$ cat src/rtl/vc_pkg.sv
package vc_pkg;

    localparam int VC_DEPTH_DEF = 32;
    localparam int VC_IDX_W_DEF = 16;
    localparam int VC_PAY_W_DEF = 32;
    localparam int VC_CNT_W_DEF = 16;
    localparam int VC_NARROW_W  = 8;

    typedef enum logic [2:0] {
        ST_IDLE,
        ST_FETCH,
        ST_LOOKUP,
        ST_REQ,
        ST_WAIT,
        ST_EMIT,
        ST_DONE
    } vc_state_e;

    typedef struct packed {
        logic indexed;
        logic wide;
    } vc_mode_t;

    function automatic logic state_accepts_start(vc_state_e s);
        return (s == ST_IDLE) || (s == ST_DONE);
    endfunction

endpackage

$ cat src/rtl/vc_tag_store.sv
module vc_tag_store
    import vc_pkg::*;
#(
    parameter int DEPTH = VC_DEPTH_DEF,
    parameter int IDX_W = VC_IDX_W_DEF,
    parameter int PAY_W = VC_PAY_W_DEF
) (
    input  logic             clk,
    input  logic             rst,
    input  logic             clear,
    input  logic [IDX_W-1:0] lookup_idx,
    output logic             hit,
    output logic [DEPTH-1:0] hit_vec,
    output logic [PAY_W-1:0] hit_data,
    input  logic             fill_en,
    input  logic [IDX_W-1:0] fill_idx,
    input  logic [PAY_W-1:0] fill_data
);

    localparam int PTR_W = (DEPTH > 1) ? $clog2(DEPTH) : 1;
    localparam logic [PTR_W-1:0] LAST_SLOT = PTR_W'(DEPTH - 1);

    logic [IDX_W-1:0] tag_q [DEPTH];
    logic [PAY_W-1:0] pay_q [DEPTH];
    logic [PTR_W-1:0] ptr_q;
    logic [PTR_W-1:0] sel;
    logic             lookup_legal;

    assign lookup_legal = (lookup_idx != {IDX_W{1'b1}});

    for (genvar e = 0; e < DEPTH; e++) begin : g_entry
        logic slot_sel;
        assign slot_sel   = fill_en && (ptr_q == PTR_W'(e));
        assign hit_vec[e] = lookup_legal && (tag_q[e] == lookup_idx);

        always_ff @(posedge clk) begin
            if (rst || clear) begin
                tag_q[e] <= {IDX_W{1'b1}};
            end else if (slot_sel) begin
                tag_q[e] <= fill_idx;
            end
        end

        always_ff @(posedge clk) begin
            if (rst) begin
                pay_q[e] <= '0;
            end else if (slot_sel) begin
                pay_q[e] <= fill_data;
            end
        end
    end

    // lowest-numbered matching slot wins
    always_comb begin
        sel = '0;
        for (int e = DEPTH - 1; e >= 0; e--) begin
            if (hit_vec[e]) begin
                sel = PTR_W'(e);
            end
        end
    end

    assign hit      = |hit_vec;
    assign hit_data = pay_q[sel];

    always_ff @(posedge clk) begin
        if (rst || clear) begin
            ptr_q <= '0;
        end else if (fill_en) begin
            ptr_q <= (ptr_q == LAST_SLOT) ? '0 : ptr_q + 1'b1;
        end
    end

endmodule

$ cat src/rtl/vc_index_src.sv
module vc_index_src
    import vc_pkg::*;
#(
    parameter int IDX_W = VC_IDX_W_DEF,
    parameter int CNT_W = VC_CNT_W_DEF
) (
    input  vc_mode_t         mode,
    input  logic [CNT_W-1:0] pos,
    input  logic [IDX_W-1:0] offset,
    input  logic [IDX_W-1:0] raw,
    output logic [IDX_W-1:0] idx
);

    logic [IDX_W-1:0] from_array;
    logic [IDX_W-1:0] from_count;

    assign from_array = mode.wide ? raw : IDX_W'(raw[VC_NARROW_W-1:0]);
    assign from_count = IDX_W'(pos) + offset;
    assign idx        = mode.indexed ? from_array : from_count;

endmodule

$ cat src/rtl/vc_ctrl.sv
module vc_ctrl
    import vc_pkg::*;
#(
    parameter int IDX_W = VC_IDX_W_DEF,
    parameter int PAY_W = VC_PAY_W_DEF,
    parameter int CNT_W = VC_CNT_W_DEF
) (
    input  logic             clk,
    input  logic             rst,
    input  logic             start,
    input  logic             cfg_indexed,
    input  logic             cfg_wide,
    input  logic [CNT_W-1:0] cfg_count,
    input  logic [IDX_W-1:0] cfg_offset,
    input  logic             idx_valid,
    output logic             idx_ready,
    input  logic [IDX_W-1:0] src_idx,
    output vc_mode_t         mode,
    output logic [CNT_W-1:0] pos,
    output logic [IDX_W-1:0] offset,
    output logic [IDX_W-1:0] cur_index,
    input  logic             lookup_hit,
    input  logic [PAY_W-1:0] lookup_data,
    output logic             store_clear,
    output logic             fill_en,
    output logic             proc_req_valid,
    input  logic             proc_req_ready,
    input  logic             proc_rsp_valid,
    output logic             proc_rsp_ready,
    input  logic [PAY_W-1:0] proc_rsp_data,
    output logic             out_valid,
    input  logic             out_ready,
    output logic [PAY_W-1:0] out_data,
    output logic             out_hit,
    output logic             done,
    output logic             bad_index
);

    vc_state_e        state_q;
    logic [CNT_W-1:0] count_q;
    logic             cur_bad;
    logic             last_vtx;
    logic             take_start;

    assign cur_bad     = (cur_index == {IDX_W{1'b1}});
    assign last_vtx    = (pos == count_q - 1'b1);
    assign take_start  = start && state_accepts_start(state_q);
    assign store_clear = take_start;

    assign idx_ready      = (state_q == ST_FETCH) && mode.indexed;
    assign proc_req_valid = (state_q == ST_REQ);
    assign proc_rsp_ready = (state_q == ST_WAIT);
    assign out_valid      = (state_q == ST_EMIT);
    assign done           = (state_q == ST_DONE);
    assign bad_index      = (state_q == ST_LOOKUP) && cur_bad;
    assign fill_en        = (state_q == ST_WAIT) && proc_rsp_valid
                            && mode.indexed && !cur_bad;

    always_ff @(posedge clk) begin
        if (rst) begin
            state_q   <= ST_IDLE;
            mode      <= '0;
            count_q   <= '0;
            offset    <= '0;
            pos       <= '0;
            cur_index <= '0;
            out_data  <= '0;
            out_hit   <= 1'b0;
        end else begin
            unique case (state_q)
                ST_IDLE, ST_DONE: begin
                    if (take_start) begin
                        mode.indexed <= cfg_indexed;
                        mode.wide    <= cfg_wide;
                        count_q      <= cfg_count;
                        offset       <= cfg_offset;
                        pos          <= '0;
                        state_q      <= (cfg_count == '0) ? ST_DONE : ST_FETCH;
                    end
                end
                ST_FETCH: begin
                    if (!mode.indexed || idx_valid) begin
                        cur_index <= src_idx;
                        state_q   <= ST_LOOKUP;
                    end
                end
                ST_LOOKUP: begin
                    if (mode.indexed && lookup_hit) begin
                        out_data <= lookup_data;
                        out_hit  <= 1'b1;
                        state_q  <= ST_EMIT;
                    end else begin
                        state_q  <= ST_REQ;
                    end
                end
                ST_REQ: begin
                    if (proc_req_ready) begin
                        state_q <= ST_WAIT;
                    end
                end
                ST_WAIT: begin
                    if (proc_rsp_valid) begin
                        out_data <= proc_rsp_data;
                        out_hit  <= 1'b0;
                        state_q  <= ST_EMIT;
                    end
                end
                ST_EMIT: begin
                    if (out_ready) begin
                        if (last_vtx) begin
                            state_q <= ST_DONE;
                        end else begin
                            pos     <= pos + 1'b1;
                            state_q <= ST_FETCH;
                        end
                    end
                end
                default: state_q <= ST_IDLE;
            endcase
        end
    end

endmodule

$ cat src/rtl/vtx_index_cache.sv
module vtx_index_cache
    import vc_pkg::*;
#(
    parameter int DEPTH = VC_DEPTH_DEF,
    parameter int IDX_W = VC_IDX_W_DEF,
    parameter int PAY_W = VC_PAY_W_DEF,
    parameter int CNT_W = VC_CNT_W_DEF
) (
    input  logic             clk,
    input  logic             rst,
    input  logic             start,
    input  logic             cfg_indexed,
    input  logic             cfg_wide,
    input  logic [CNT_W-1:0] cfg_count,
    input  logic [IDX_W-1:0] cfg_offset,
    input  logic             idx_valid,
    output logic             idx_ready,
    input  logic [IDX_W-1:0] idx_data,
    output logic             proc_req_valid,
    input  logic             proc_req_ready,
    output logic [IDX_W-1:0] proc_req_index,
    input  logic             proc_rsp_valid,
    output logic             proc_rsp_ready,
    input  logic [PAY_W-1:0] proc_rsp_data,
    output logic             out_valid,
    input  logic             out_ready,
    output logic [PAY_W-1:0] out_data,
    output logic [IDX_W-1:0] out_index,
    output logic             out_hit,
    output logic             done,
    output logic             bad_index
);

    vc_mode_t         mode;
    logic [CNT_W-1:0] pos;
    logic [IDX_W-1:0] offset;
    logic [IDX_W-1:0] src_idx;
    logic [IDX_W-1:0] cur_index;
    logic             lookup_hit;
    logic [DEPTH-1:0] hit_vec;
    logic [PAY_W-1:0] lookup_data;
    logic             store_clear;
    logic             fill_en;

    vc_index_src #(.IDX_W(IDX_W), .CNT_W(CNT_W)) u_src (
        .mode   (mode),
        .pos    (pos),
        .offset (offset),
        .raw    (idx_data),
        .idx    (src_idx)
    );

    vc_ctrl #(.IDX_W(IDX_W), .PAY_W(PAY_W), .CNT_W(CNT_W)) u_ctrl (
        .clk            (clk),
        .rst            (rst),
        .start          (start),
        .cfg_indexed    (cfg_indexed),
        .cfg_wide       (cfg_wide),
        .cfg_count      (cfg_count),
        .cfg_offset     (cfg_offset),
        .idx_valid      (idx_valid),
        .idx_ready      (idx_ready),
        .src_idx        (src_idx),
        .mode           (mode),
        .pos            (pos),
        .offset         (offset),
        .cur_index      (cur_index),
        .lookup_hit     (lookup_hit),
        .lookup_data    (lookup_data),
        .store_clear    (store_clear),
        .fill_en        (fill_en),
        .proc_req_valid (proc_req_valid),
        .proc_req_ready (proc_req_ready),
        .proc_rsp_valid (proc_rsp_valid),
        .proc_rsp_ready (proc_rsp_ready),
        .proc_rsp_data  (proc_rsp_data),
        .out_valid      (out_valid),
        .out_ready      (out_ready),
        .out_data       (out_data),
        .out_hit        (out_hit),
        .done           (done),
        .bad_index      (bad_index)
    );

    vc_tag_store #(.DEPTH(DEPTH), .IDX_W(IDX_W), .PAY_W(PAY_W)) u_store (
        .clk        (clk),
        .rst        (rst),
        .clear      (store_clear),
        .lookup_idx (cur_index),
        .hit        (lookup_hit),
        .hit_vec    (hit_vec),
        .hit_data   (lookup_data),
        .fill_en    (fill_en),
        .fill_idx   (cur_index),
        .fill_data  (proc_rsp_data)
    );

    assign proc_req_index = cur_index;
    assign out_index      = cur_index;

endmodule

$ cat config.mk
export PLATFORM = sky130hd
export DESIGN_NAME = vtx_index_cache
export DESIGN_NICKNAME = d
export VERILOG_FILES = /design/src/rtl/vc_pkg.sv /design/src/rtl/vc_tag_store.sv /design/src/rtl/vc_index_src.sv /design/src/rtl/vc_ctrl.sv /design/src/rtl/vtx_index_cache.sv
export SDC_FILE = /design/constraint.sdc
export NUM_CORES = 2
export LEC_CHECK = 0
export ABC_AREA = 1
export BUFFER_PORTS_ARGS = -buffer_cell sky130_fd_sc_hd__buf_2
export CAP_MARGIN = 20
export CORE_UTILIZATION = 45
export DETAILED_ROUTE_END_ITERATION = 16
export PLACE_DENSITY = 0.6
export SYNTH_ARGS = -nofsm -noshare
export SYNTH_HDL_FRONTEND = slang
export SYNTH_SLANG_ARGS = --single-unit
$ cat constraint.sdc
create_clock -name clk -period 8.15 [get_ports clk]
set_clock_uncertainty 0.1 [all_clocks]
set_input_delay 1.2225 -clock clk [delete_from_list [all_inputs] [get_ports clk]]
set_output_delay 1.2225 -clock clk [all_outputs]
set_load 0.02 [all_outputs]
==> impl_metrics.env <==
export IMPL_core_area_sq_um=178200
export IMPL_die_area_sq_um=181100
export IMPL_synth_seq_cells=1643
export IMPL_cp_top_family="simple AND/OR/NAND/NOR gates"
export IMPL_whs_ps=386.1
export IMPL_grt_max_degree=161
export IMPL_worst_slew_pin_slew_ps=1188
export IMPL_cts_buffers=176
export IMPL_endpoint_kind="register"
export IMPL_clk_pin_slew_worst_paths_ps=60
export IMPL_dp_cells=10555
export IMPL_final_cell_mix="edfxtp_1 (1536), nand2_1 (1460), nor2_1 (1254), nand3_1 (1254), inv_1 (849)"
export IMPL_crit_fanout=92
export IMPL_die_w_microns=425.6
export IMPL_groute_usage_overall=0.2895
export IMPL_r2r_start="u_ctrl.cur_index[7]"
export IMPL_cts_root_buf="clkbuf_16"
export IMPL_cts_resized=0
export IMPL_vdd_ir_drop_max_mv=0.2358
export IMPL_ys_seq_area_frac=0.5978
export IMPL_initial_core_util=0.4530
export IMPL_via_per_inst=5.703
export IMPL_cpMaxStageDelayCell="nand2_8"
export IMPL_ff2ff_path_depth=37
export IMPL_r2r_setup_slack_ps=1490
export IMPL_yosysWarnings=0
export IMPL_cts_tree="built"
export IMPL_cp_common_cell="nand2_1"
export IMPL_clock_latency_ps=830
export IMPL_crit_required_ps=8760
export IMPL_setup_viol=0
export IMPL_power_leakage_nw=33.91
export IMPL_critPathBufInv=4
export IMPL_fmax_mhz=150.2
export IMPL_p_per_area_nw_per_um2=242.1
export IMPL_floorplan_io_pins=160
export IMPL_clock_sinks=1643
export IMPL_pre_cts_slack_ps=1646
export IMPL_worstHoldPathCells=2
export IMPL_final_common_cell="edfxtp_1"
export IMPL_async_flop_share=0
export IMPL_worst_path_largest_cell_delay_ps=710
export IMPL_fin_cells=10889
export IMPL_grt_pass1_vias=58354
export IMPL_wl_per_cell_microns=24.46
export IMPL_grt_overflow=0
export IMPL_ant_nets=0
export IMPL_synth_area_per_cell_sq_um=9.486
export IMPL_synth_main_ff_cell="edfxtp_1"
export IMPL_status="complete, but fails checks"
export IMPL_r2r_end="u_ctrl.out_data[11]"
export IMPL_drt_total_wl_microns=266400
export IMPL_clock_path_buffers=3
export IMPL_synth_area_sq_um=80730
export IMPL_hold_class="reg -> reg"
export IMPL_yosysUniqueCellTypes=49
export IMPL_period_minus_slack_ps=6658
export IMPL_antenna_found_initial=2
export IMPL_worstPathArrival_ps=7270
export IMPL_post_route_period_util=0.8169
export IMPL_areaGrowthSynthToFinish_pct=10.37
export IMPL_hold_end="u_ctrl.state_q[0]"
export IMPL_hold_start="u_ctrl.state_q[0]"
export IMPL_vias=62095
export IMPL_dr_pass1_iters=12
export IMPL_hold_buffers=0
export IMPL_placementRows=155
export IMPL_io_buffers=159
export IMPL_postCtsSetupRepairBufs=0
export IMPL_finalMaxSlewViolations=0
export IMPL_slew_headroom=0.2081
export IMPL_path_class="reg -> reg"
export IMPL_layout_nets=8498
export IMPL_hold_violations=0
export IMPL_synthCells=8511
export IMPL_rsz0062_at_grt="false"
export IMPL_grt_first_pass_wirelength_microns=388500
export IMPL_place_detailed_hpwl_microns=148700
export IMPL_startpoint_type="register"
export IMPL_htreeDepth=4
export IMPL_initialDrtViolationCount=7972
export IMPL_drive_above_1_share=0.09224
export IMPL_route_detailed_drc=4
export IMPL_violations="design-rule violations"
export IMPL_fin_tns_setup_ps=0
export IMPL_chipHeight_microns=425.6
export IMPL_finalWeightedCongestion=0.9139
export IMPL_layout_setup_ws_ps=1492
export IMPL_synth_nets=8624
export IMPL_synth_edf_count=1536
export IMPL_timing_max_cap_violations=0
[tightest hold or removal path: cells and delay by family (launching register included)]
family	cells	cell delay, ps
flops	1	320
simple gates	1	70
compound gates	1	50
[synth_stat cells (5+ instances only)]
cell | n | area [sq um]
buf_2 | 160 | 800.8
inv_2 | 10 | 37.54
buf_4 | 44 | 330.3
nand4_1 | 76 | 475.5
buf_6 | 17 | 191.4
a221oi_1 | 12 | 105.1
a31oi_1 | 5 | 31.28
or4_1 | 10 | 75.07
xnor2_1 | 328 | 2873
nand3b_1 | 320 | 2402
buf_1 | 61 | 229.0
nand3_1 | 1256 | 6286
o21ai_0 | 102 | 510.5
dfxtp_1 | 107 | 2142
xor2_1 | 90 | 788.3
ha_1 | 23 | 287.8
inv_1 | 868 | 3258
a21oi_1 | 116 | 580.6
nand2_1 | 1494 | 5608
nor2_1 | 1259 | 4726
clkbuf_1 | 406 | 1524
nor3_1 | 50 | 250.2
or2_2 | 60 | 375.4
nor4_1 | 43 | 269.0
edfxtp_1 | 1536 | 46120
nor3b_1 | 24 | 180.2
[state kept, by name (all words and copies together), names as in the netlist]
name	count
u_store.pay_q	1024
u_store.tag_q	512
u_ctrl.out_data	32
u_ctrl.count_q	16
u_ctrl.cur_index	16
u_ctrl.offset	16
u_ctrl.pos	16
u_store.ptr_q	5
u_ctrl.state_q	3
u_ctrl.mode	2
u_ctrl.out_hit	1
[how the worst max path moves through the flow]
stage / start / to / slack (ps) / cells after the start
after detailed placement: u_ctrl.cur_index[7] / u_ctrl.out_data[17] / 1650 / 37
after CTS: u_ctrl.cur_index[7] / u_ctrl.out_data[17] / 1620 / 37
after global placement: u_ctrl.cur_index[7] / u_ctrl.out_data[0] / 1520 / 37
final: u_ctrl.cur_index[7] / u_ctrl.out_data[11] / 1490 / 37
after global routing: u_ctrl.cur_index[7] / u_ctrl.out_data[17] / 1140 / 37
after floorplan: u_ctrl.cur_index[9] / u_ctrl.out_data[14] / 4220 / 34
[layout make-up]
cell class / count / area (sq um)
antenna: 2 / 5.005
timing repair buffer: 385 / 2819
tap: 2355 / 2947
clock inverter: 101 / 721.9
clock buffer: 224 / 4688
sequential: 1643 / 48280
multi-input combinational: 5296 / 26310
fill: 16218 / 89120
inverter: 883 / 3331
[metrics by stage]
| step | power [W] | cell area [sq um] | utilization |
|---|---|---|---|
| floorplan | 0.01245 | 80730 | - |
| global placement | 0.01391 | 83400 | 0.4679 |
| detailed placement | 0.01397 | 83580 | 0.4690 |
| CTS | 0.02157 | 88990 | 0.4993 |
| global route | 0.02218 | 89100 | 0.4999 |
| finish | 0.02157 | 89110 | 0.5000 |
[cells by family (layout without fill, tap and decap cells)]
| logic type | count (synthesis) | count (layout) | synth area share |
|---|---|---|---|
| buffers and inverters | 1572 | 1593 | 0.07938 |
| AO/OA/AOI/OAI | 250 | 250 | 0.01666 |
| AND/OR/NAND/NOR | 4604 | 4604 | 0.2570 |
| XOR/XNOR | 418 | 418 | 0.04535 |
| flip-flops | 1643 | 1643 | 0.5978 |
| adder cells (fa/ha/maj) | 24 | 24 | 0.003812 |
| other | 0 | 2 | 0 |
[where the power goes]
part | total [W] | switching (W) | internal [W]
Sequential | 0.0100 | 0.000361 | 0.00965
Clock | 0.00771 | 0.00342 | 0.00429
Combinational | 0.00385 | 0.00282 | 0.00103
[layer usage]
metal	global-route usage	share of wire
met1	0.4053	0.41
met5	0	0
met2	0.4484	0.45
met3	0.05667	0.11
met4	0.09982	0.034
No activity file was read; power rests on OpenSTA's default activity.
